## src/rtl/ipres_pkg.sv

```systemverilog
package ipres_pkg;

  typedef enum logic [1:0] {
    SLOT_PEEK = 2'd0,
    SLOT_TAKE = 2'd1,
    SLOT_RSVD = 2'd2,
    SLOT_IPI  = 2'd3
  } ipres_slot_t;

  typedef struct packed {
    logic peek_rd;
    logic take_rd;
    logic rsvd_rd;
    logic ipi_rd;
    logic cppr_wr;
    logic eoi_wr;
    logic ipi_wr;
  } ipres_strobe_t;

endpackage

```

## src/rtl/ipres_decode.sv

```systemverilog
module ipres_decode
  import ipres_pkg::*;
#(
  parameter int ADDR_W = 4,
  parameter int BE_W   = 4
) (
  input  logic              req,
  input  logic              we,
  input  logic [ADDR_W-1:0] addr,
  input  logic [BE_W-1:0]   be,
  output ipres_strobe_t     stb
);

  logic        hit;
  ipres_slot_t slot;
  logic        be_full;
  logic        be_top_only;
  logic        be_top;

  generate
    if (ADDR_W > 4) begin : g_wide
      assign hit = req && (addr[ADDR_W-1:4] == '0);
    end else begin : g_narrow
      assign hit = req;
    end
  endgenerate

  assign slot        = ipres_slot_t'(addr[3:2]);
  assign be_full     = &be;
  assign be_top_only = (be == {1'b1, {(BE_W-1){1'b0}}});
  assign be_top      = be[BE_W-1];

  always_comb begin
    stb = '0;
    if (hit && !we) begin
      unique case (slot)
        SLOT_PEEK: stb.peek_rd = 1'b1;
        SLOT_TAKE: stb.take_rd = 1'b1;
        SLOT_RSVD: stb.rsvd_rd = 1'b1;
        SLOT_IPI:  stb.ipi_rd  = 1'b1;
        default:   ;
      endcase
    end else if (hit && we) begin
      unique case (slot)
        SLOT_TAKE: begin
          stb.eoi_wr  = be_full;
          stb.cppr_wr = be_top_only;
        end
        SLOT_IPI:  stb.ipi_wr = be_top;
        default:   ;
      endcase
    end
  end

endmodule

```

## src/rtl/ipres_select.sv

```systemverilog
module ipres_select #(
  parameter int PRIO_W       = 8,
  parameter int SRC_W        = 24,
  parameter int IPI_SRC      = 2,
  parameter bit IPI_WINS_TIE = 1'b1
) (
  input  logic [PRIO_W-1:0] cppr,
  input  logic [PRIO_W-1:0] ipi_prio,
  input  logic              src_valid,
  input  logic [SRC_W-1:0]  src_num,
  input  logic [PRIO_W-1:0] src_prio,
  output logic              win_valid,
  output logic              win_ipi,
  output logic [SRC_W-1:0]  win_num,
  output logic [PRIO_W-1:0] win_prio
);

  function automatic logic admits(input logic [PRIO_W-1:0] p,
                                  input logic [PRIO_W-1:0] thr);
    return p < thr;
  endfunction

  logic ext_ok;
  logic ipi_ok;
  logic ipi_beats;

  assign ext_ok = src_valid && admits(src_prio, cppr);
  assign ipi_ok = admits(ipi_prio, cppr);

  generate
    if (IPI_WINS_TIE) begin : g_tie_ipi
      assign ipi_beats = ipi_prio <= src_prio;
    end else begin : g_tie_ext
      assign ipi_beats = ipi_prio < src_prio;
    end
  endgenerate

  always_comb begin
    win_valid = ext_ok || ipi_ok;
    win_ipi   = ipi_ok && (!ext_ok || ipi_beats);
    if (win_ipi) begin
      win_num  = SRC_W'(IPI_SRC);
      win_prio = ipi_prio;
    end else if (ext_ok) begin
      win_num  = src_num;
      win_prio = src_prio;
    end else begin
      win_num  = '0;
      win_prio = '1;
    end
  end

endmodule

```

## src/rtl/intr_presenter.sv

```systemverilog
module intr_presenter
  import ipres_pkg::*;
#(
  parameter int  PRIO_W       = 8,
  parameter int  SRC_W        = 24,
  parameter int  ADDR_W       = 4,
  parameter int  IPI_SRC      = 2,
  parameter bit  IPI_WINS_TIE = 1'b1,
  localparam int DATA_W       = PRIO_W + SRC_W,
  localparam int BE_W         = DATA_W / 8
) (
  input  logic              clk,
  input  logic              rst_n,
  input  logic              bus_req_i,
  input  logic              bus_we_i,
  input  logic [ADDR_W-1:0] bus_addr_i,
  input  logic [BE_W-1:0]   bus_be_i,
  input  logic [DATA_W-1:0] bus_wdata_i,
  output logic [DATA_W-1:0] bus_rdata_o,
  input  logic              src_valid_i,
  input  logic [SRC_W-1:0]  src_num_i,
  input  logic [PRIO_W-1:0] src_prio_i,
  output logic              src_accept_o,
  output logic              eoi_valid_o,
  output logic [SRC_W-1:0]  eoi_num_o,
  output logic              irq_o
);

  function automatic logic [DATA_W-1:0] pack_word(input logic [PRIO_W-1:0] p,
                                                  input logic [SRC_W-1:0] n);
    return {p, n};
  endfunction

  function automatic logic [PRIO_W-1:0] top_field(input logic [DATA_W-1:0] w);
    return w[DATA_W-1 -: PRIO_W];
  endfunction

  ipres_strobe_t     stb;
  logic [PRIO_W-1:0] cppr_q, cppr_d;
  logic [PRIO_W-1:0] ipi_q, ipi_d;
  logic              win_valid;
  logic              win_ipi;
  logic [SRC_W-1:0]  win_num;
  logic [PRIO_W-1:0] win_prio;
  logic              take_hit;

  ipres_decode #(.ADDR_W(ADDR_W), .BE_W(BE_W)) u_decode (
    .req  (bus_req_i),
    .we   (bus_we_i),
    .addr (bus_addr_i),
    .be   (bus_be_i),
    .stb  (stb)
  );

  ipres_select #(
    .PRIO_W(PRIO_W), .SRC_W(SRC_W), .IPI_SRC(IPI_SRC), .IPI_WINS_TIE(IPI_WINS_TIE)
  ) u_select (
    .cppr      (cppr_q),
    .ipi_prio  (ipi_q),
    .src_valid (src_valid_i),
    .src_num   (src_num_i),
    .src_prio  (src_prio_i),
    .win_valid (win_valid),
    .win_ipi   (win_ipi),
    .win_num   (win_num),
    .win_prio  (win_prio)
  );

  assign take_hit = stb.take_rd && win_valid;

  always_comb begin
    cppr_d = cppr_q;
    if (take_hit) begin
      cppr_d = win_prio;
    end else if (stb.cppr_wr || stb.eoi_wr) begin
      cppr_d = top_field(bus_wdata_i);
    end
  end

  always_comb begin
    ipi_d = ipi_q;
    if (stb.ipi_wr) begin
      ipi_d = top_field(bus_wdata_i);
    end else if (take_hit && win_ipi) begin
      ipi_d = '1;
    end
  end

  always_ff @(posedge clk) begin
    if (!rst_n) begin
      cppr_q <= '0;
      ipi_q  <= '1;
    end else begin
      cppr_q <= cppr_d;
      ipi_q  <= ipi_d;
    end
  end

  always_comb begin
    bus_rdata_o = '0;
    if (stb.peek_rd || stb.take_rd) begin
      bus_rdata_o = pack_word(cppr_q, win_num);
    end else if (stb.ipi_rd) begin
      bus_rdata_o = pack_word(ipi_q, '0);
    end
  end

  assign src_accept_o = take_hit && !win_ipi;
  assign eoi_valid_o  = stb.eoi_wr;
  assign eoi_num_o    = bus_wdata_i[SRC_W-1:0];
  assign irq_o        = win_valid;

endmodule

```

## config.mk

```make
export PLATFORM = sky130hd
export DESIGN_NAME = intr_presenter
export DESIGN_NICKNAME = d
export VERILOG_FILES = /design/src/rtl/ipres_pkg.sv /design/src/rtl/ipres_decode.sv /design/src/rtl/ipres_select.sv /design/src/rtl/intr_presenter.sv
export SDC_FILE = /design/constraint.sdc
export NUM_CORES = 1
export LEC_CHECK = 0
export BUFFER_PORTS_ARGS = -buffer_cell sky130_fd_sc_hd__buf_4
export CAP_MARGIN = 40
export CORE_ASPECT_RATIO = 0.75
export CORE_UTILIZATION = 25
export CTS_CLUSTER_DIAMETER = 100
export CTS_CLUSTER_SIZE = 20
export DETAILED_ROUTE_END_ITERATION = 7
export PLACE_DENSITY = 0.5
export SLEW_MARGIN = 25
export SYNTH_ARGS = -nofsm -noshare
export SYNTH_HDL_FRONTEND = slang
export SYNTH_HIERARCHICAL = 1
export SYNTH_SLANG_ARGS = --single-unit
```

## constraint.sdc

```tcl
create_clock -name clk -period 6.7 [get_ports clk]
set_input_delay 1.005 -clock clk [delete_from_list [all_inputs] [get_ports clk]]
set_output_delay 1.005 -clock clk [all_outputs]
set_load 0.005 [all_outputs]
```

## Word level (Yosys, flattened, before mapping)

Index checks and enable logic that the tools add are counted.

- Order comparisons: 3
- Equal/unequal tests: 4
- Multiplexer cells: 19
- Reduce and logical (&&, ||, !) cells: 18

Operators with widths:

| cell | number |
|---|---|
| $mux W32 | 2 |
| $mux W24 | 2 |
| $mux W8 | 6 |
| $lt A8 B8 Y1 | 2 |
| $le A8 B8 Y1 | 1 |
| $logic_and A1 B1 Y1 | 7 |
| $mux W3 | 2 |
| $mux W1 | 5 |
| $eq A2 B2 Y1 const B | 2 |
| $eq A4 B4 Y1 const B | 1 |
| $logic_or A1 B1 Y1 | 4 |
| $mux W4 | 1 |
| $reduce_and A4 Y1 | 1 |
| $reduce_bool A2 Y1 | 2 |
| $logic_not A1 Y1 | 3 |
| $eq A2 B1 Y1 const B | 1 |
| $logic_not A2 Y1 | 1 |
| $mux W2 | 1 |

- Flip-flop bits (word level): 16
- Input bits: 77
- Output and inout port bits: 59

## Depth between registers and ports, before layout

- Depth in word-level cells: 8
- Mapped depth: 11
- Depth with buffers taken out: 9

## Hierarchy

Netlist, hierarchy kept.

By module, submodules not included:

| module | times used | cells each | area each (µm²) |
|---|---|---|---|
| intr_presenter | 1 | 164 | 1,312.5 |
| ipres_select | 1 | 112 | 897.1 |
| ipres_decode | 1 | 13 | 71.3 |

## Worst setup path after synthesis

OpenSTA, ideal clock, no wires.

- Path kind: in2out
- Start: input port src_prio_i[2]
- End: output port src_accept_o
- Arrival: 2,862 ps
- Required time: 5,695 ps
- Slack: 2,833 ps
- Cell stages on the path: 10
- Buffers on the path: 3
- Cells stage by stage: ha_1 o21ai_0 a211o_1 o21bai_2 clkbuf_1 nand2b_1 buf_6 and2_4 buf_6 nor2b_1

- Elaborated cells on any way between the ends: 10
- Classes of those cells: order compare: 2; reduce/logical: 8

RTL lines:

| what | RTL line | source |
|---|---|---|
| start, declared | intr_presenter.sv:22 | `input logic [PRIO_W-1:0] src_prio_i,` |
| $lt A8 B8 Y1 | ipres_select.sv:20 | `return p < thr;` |
| $logic_and A1 B1 Y1 | ipres_select.sv:27 | `assign ext_ok = src_valid && admits(src_prio, cppr);` |
| $logic_or A1 B1 Y1 | ipres_select.sv:39 | `win_valid = ext_ok \|\| ipi_ok;` |
| named net irq_o | intr_presenter.sv:26 | `output logic irq_o` |
| $logic_and A1 B1 Y1 | intr_presenter.sv:69 | `assign take_hit = stb.take_rd && win_valid;` |
| $logic_and A1 B1 Y1 | intr_presenter.sv:108 | `assign src_accept_o = take_hit && !win_ipi;` |
| end, declared | intr_presenter.sv:23 | `output logic src_accept_o,` |

The timed path passes the listed nets, and every way through them passes these cells.

## Worst setup path in the final report

- Start: input port src_prio_i[2]
- End: output port src_accept_o

- Cells in the longest elaborated chain, start to end: 7
- Elaborated cells on any way between the ends: 10
- Classes of those cells: order compare: 2; reduce/logical: 8

RTL lines:

| what | RTL line | source |
|---|---|---|
| $lt A8 B8 Y1 | ipres_select.sv:20 |  |
| $logic_and A1 B1 Y1 | ipres_select.sv:27 |  |
| $logic_not A1 Y1 | ipres_select.sv:40 | `win_ipi = ipi_ok && (!ext_ok \|\| ipi_beats);` |
| $logic_or A1 B1 Y1 | ipres_select.sv:40 |  |
| $logic_and A1 B1 Y1 | ipres_select.sv:40 |  |
| $logic_not A1 Y1 | intr_presenter.sv:108 |  |
| $logic_and A1 B1 Y1 (*) | intr_presenter.sv:108 |  |

Mark *: on every way between the ends. The rest lies on a longest branch, timed or not.

==> run metrics <==
die width=about 110 um; CP Cell Sequence=buf_4, ha_1, o21ai_0, a211o_1, o21bai_2, buf_4, nand2b_1, and2_4, nor2b_1, buf_4; RSZ-0062 raised after global routing=no; CP Data Arrival Time=approximately 3800 ps; critical path's slowest cell=nand2b_1; endpoints failing setup=0; antenna-violating nets left=0; cts hold-fix bufs=0; hold_sp=ipi_q[0]; Final Slew Violations=0; pin count of the biggest net entering global routing=33; Via density=approximately 4.9; total buffers and inverters traversed by the critical path=3; # DRC=3; syn_nets=between 300 and 400; Least-Margin Pin Slew=874 ps; r2r startpoint=cppr_q[5]; Clk pwr share=38.4%; post_cts resized=0; total gr overflow=0; cell count after synthesis=288; initial drt markers=88; Post-DP Area=~2800 um2; share of cells above drive strength 1=31.0%; core area=between 8000 and 9000 um2; post-CTS setup repair buffer count=0; period utilization=71.6%; fin area=2870 um2; DR WL/cell=15.6 um; I/O Buffers=85; Max Fclk=208 MHz; switch share=26.1%; WHS Path Cells=2; flop2flop setup slack=3440 ps; Post-Route WL=6.93 mm; CP top delay family=simple AND/OR/NAND/NOR gates; Hold Violations, Final=0; crit start category=input pin; number of global-route vias before repair=2,155; slowest cell delay on critical path=~530 ps; Ports=136; Max Cap Viol=0; status=finished, violations left; Placer Congestion=0.716; Final Net Count=437; Hold Path Sink=ipi_q[0]; max_slew headroom=41.8%; Via Count=between 2,000 and 2,500; syn avg cell area=7.89 um2; Row Count=29; Critical Path RT=5690 ps; CTS tree=done; R2R cell count=9; Reg2Reg Capture Point=cppr_q[0]; CTS root buf=clkbuf_16; Layout Skew=about 1.6 ps; die height=84.6 um; initial antenna violation count=0; gr usage total=14.8%; mapped cell area=about 2300 um2; maximum root-to-sink buffer count=2; most used cell, CP=buf_4; first-pass GRT wire length=11.3 mm; Syn-to-layout area delta=26.3%; Clock Pin Slew Worst Setup and Hold Paths=roughly 50 ps; sw power=77.3 uW; cts bufs inserted=3; synth warn=6; Int Pwr=219 uW; diode count=0; clk sink count=16; fin crit period=between 4000 and 5000 ps; Initial Util=26.3%; failing checks=design-rule violations; total die area=about 9500 um2; Skew-Pair Late Insertion Delay=approximately 240 ps; DR pass1 iterations=8; H-Tree Depth=1; leakage=0.00123 uW; Combinational Power Share=28.4%; DP HPWL=5.46 mm; Setup Crit Path Kind=in -> out; setup TNS=0 ps; CP endpoint kind=primary output; Pwr per Cell Area=103 nW/um2; hold crit path type=reg -> reg; CP max FO=26; Seq pwr share=33.2%; maximum vdd ir drop=0.0000886 V
## cells in the final DEF, fill, tap and decap left out, drive strengths merged, types with 2 or more instances in the layout
cell and n:
dfxtp 16, o32a 8, nor2b 10, ha 22, and2 26, nor3b 31
nand2 12, o21a 10, nand3b 8, nand4 2, nand3 2, o31ai 2
a2111oi 2, a21oi 3, a311oi 8, nor2 5, inv 19, clkbuf 3
nor3 3, nand2b 5, buf 92, o21ai 28, o311a 8
## routing by layer
| metal | vias to the layer above | global-route usage [%] | share of wire (%) |
|---|---|---|---|
| li1 | 1110 | - | - |
| met1 | 1021 | 20.9 | 51 |
| met2 | 45 | 23.9 | 45 |
| met3 | 2 | 2.82 | 4.1 |
| met4 | 0 | 1.45 | 0.29 |
| met5 | - | 0 | 0 |
## power by group through the flow
stage | Sequential (uW) | Combinational, uW | Clock (uW)
2_1_floorplan | 99.8 | 56.0 | 0
3_3_place_gp | 100 | 81.7 | 0
3_5_place_dp | 100 | 83.7 | 0
4_1_cts | 98.4 | 84.0 | 117
5_1_grt | 98.5 | 93.6 | 123
6_report | 98.4 | 84.2 | 114
## state kept, by name, indices dropped and copies added (netlist names)
name    cells
cppr_q      8
ipi_q       8
## worst max path at each step
stage | to | cells past startpoint | startpoint
after global routing | src_accept_o | 10 | src_prio_i[5]
after CTS | src_accept_o | 10 | src_prio_i[2]
after global placement | src_accept_o | 10 | src_prio_i[2]
after detailed placement | src_accept_o | 10 | src_prio_i[2]
after floorplan | src_accept_o | 10 | src_prio_i[2]
final | src_accept_o | 10 | src_prio_i[2]
## tightest hold or removal path, stage by stage (launching register included)
cell	delay [ps]
dfxtp_1	400
a311oi_1	60
o21ai_0	160
## per-stage QoR
step	hold slack, ps	cells	worst slack (ps)	total power (uW)	utilization (%)
floorplan	556	288	2830	156	-
global placement	614	437	1990	182	31.9
detailed placement	653	440	1920	184	32.3
CTS	668	443	1920	300	33.1
global route	683	444	1770	316	33.2
finish	650	444	1900	296	33.2
## cell type report
class	instances	area (um2)
timing repair buffer	92	698
multi-input combinational	206	1570
sequential	16	320
tap	108	135
clock buffer	3	75.1
inverter	19	71.3
fill	925	5770
(Power assumes the default switching activity.)
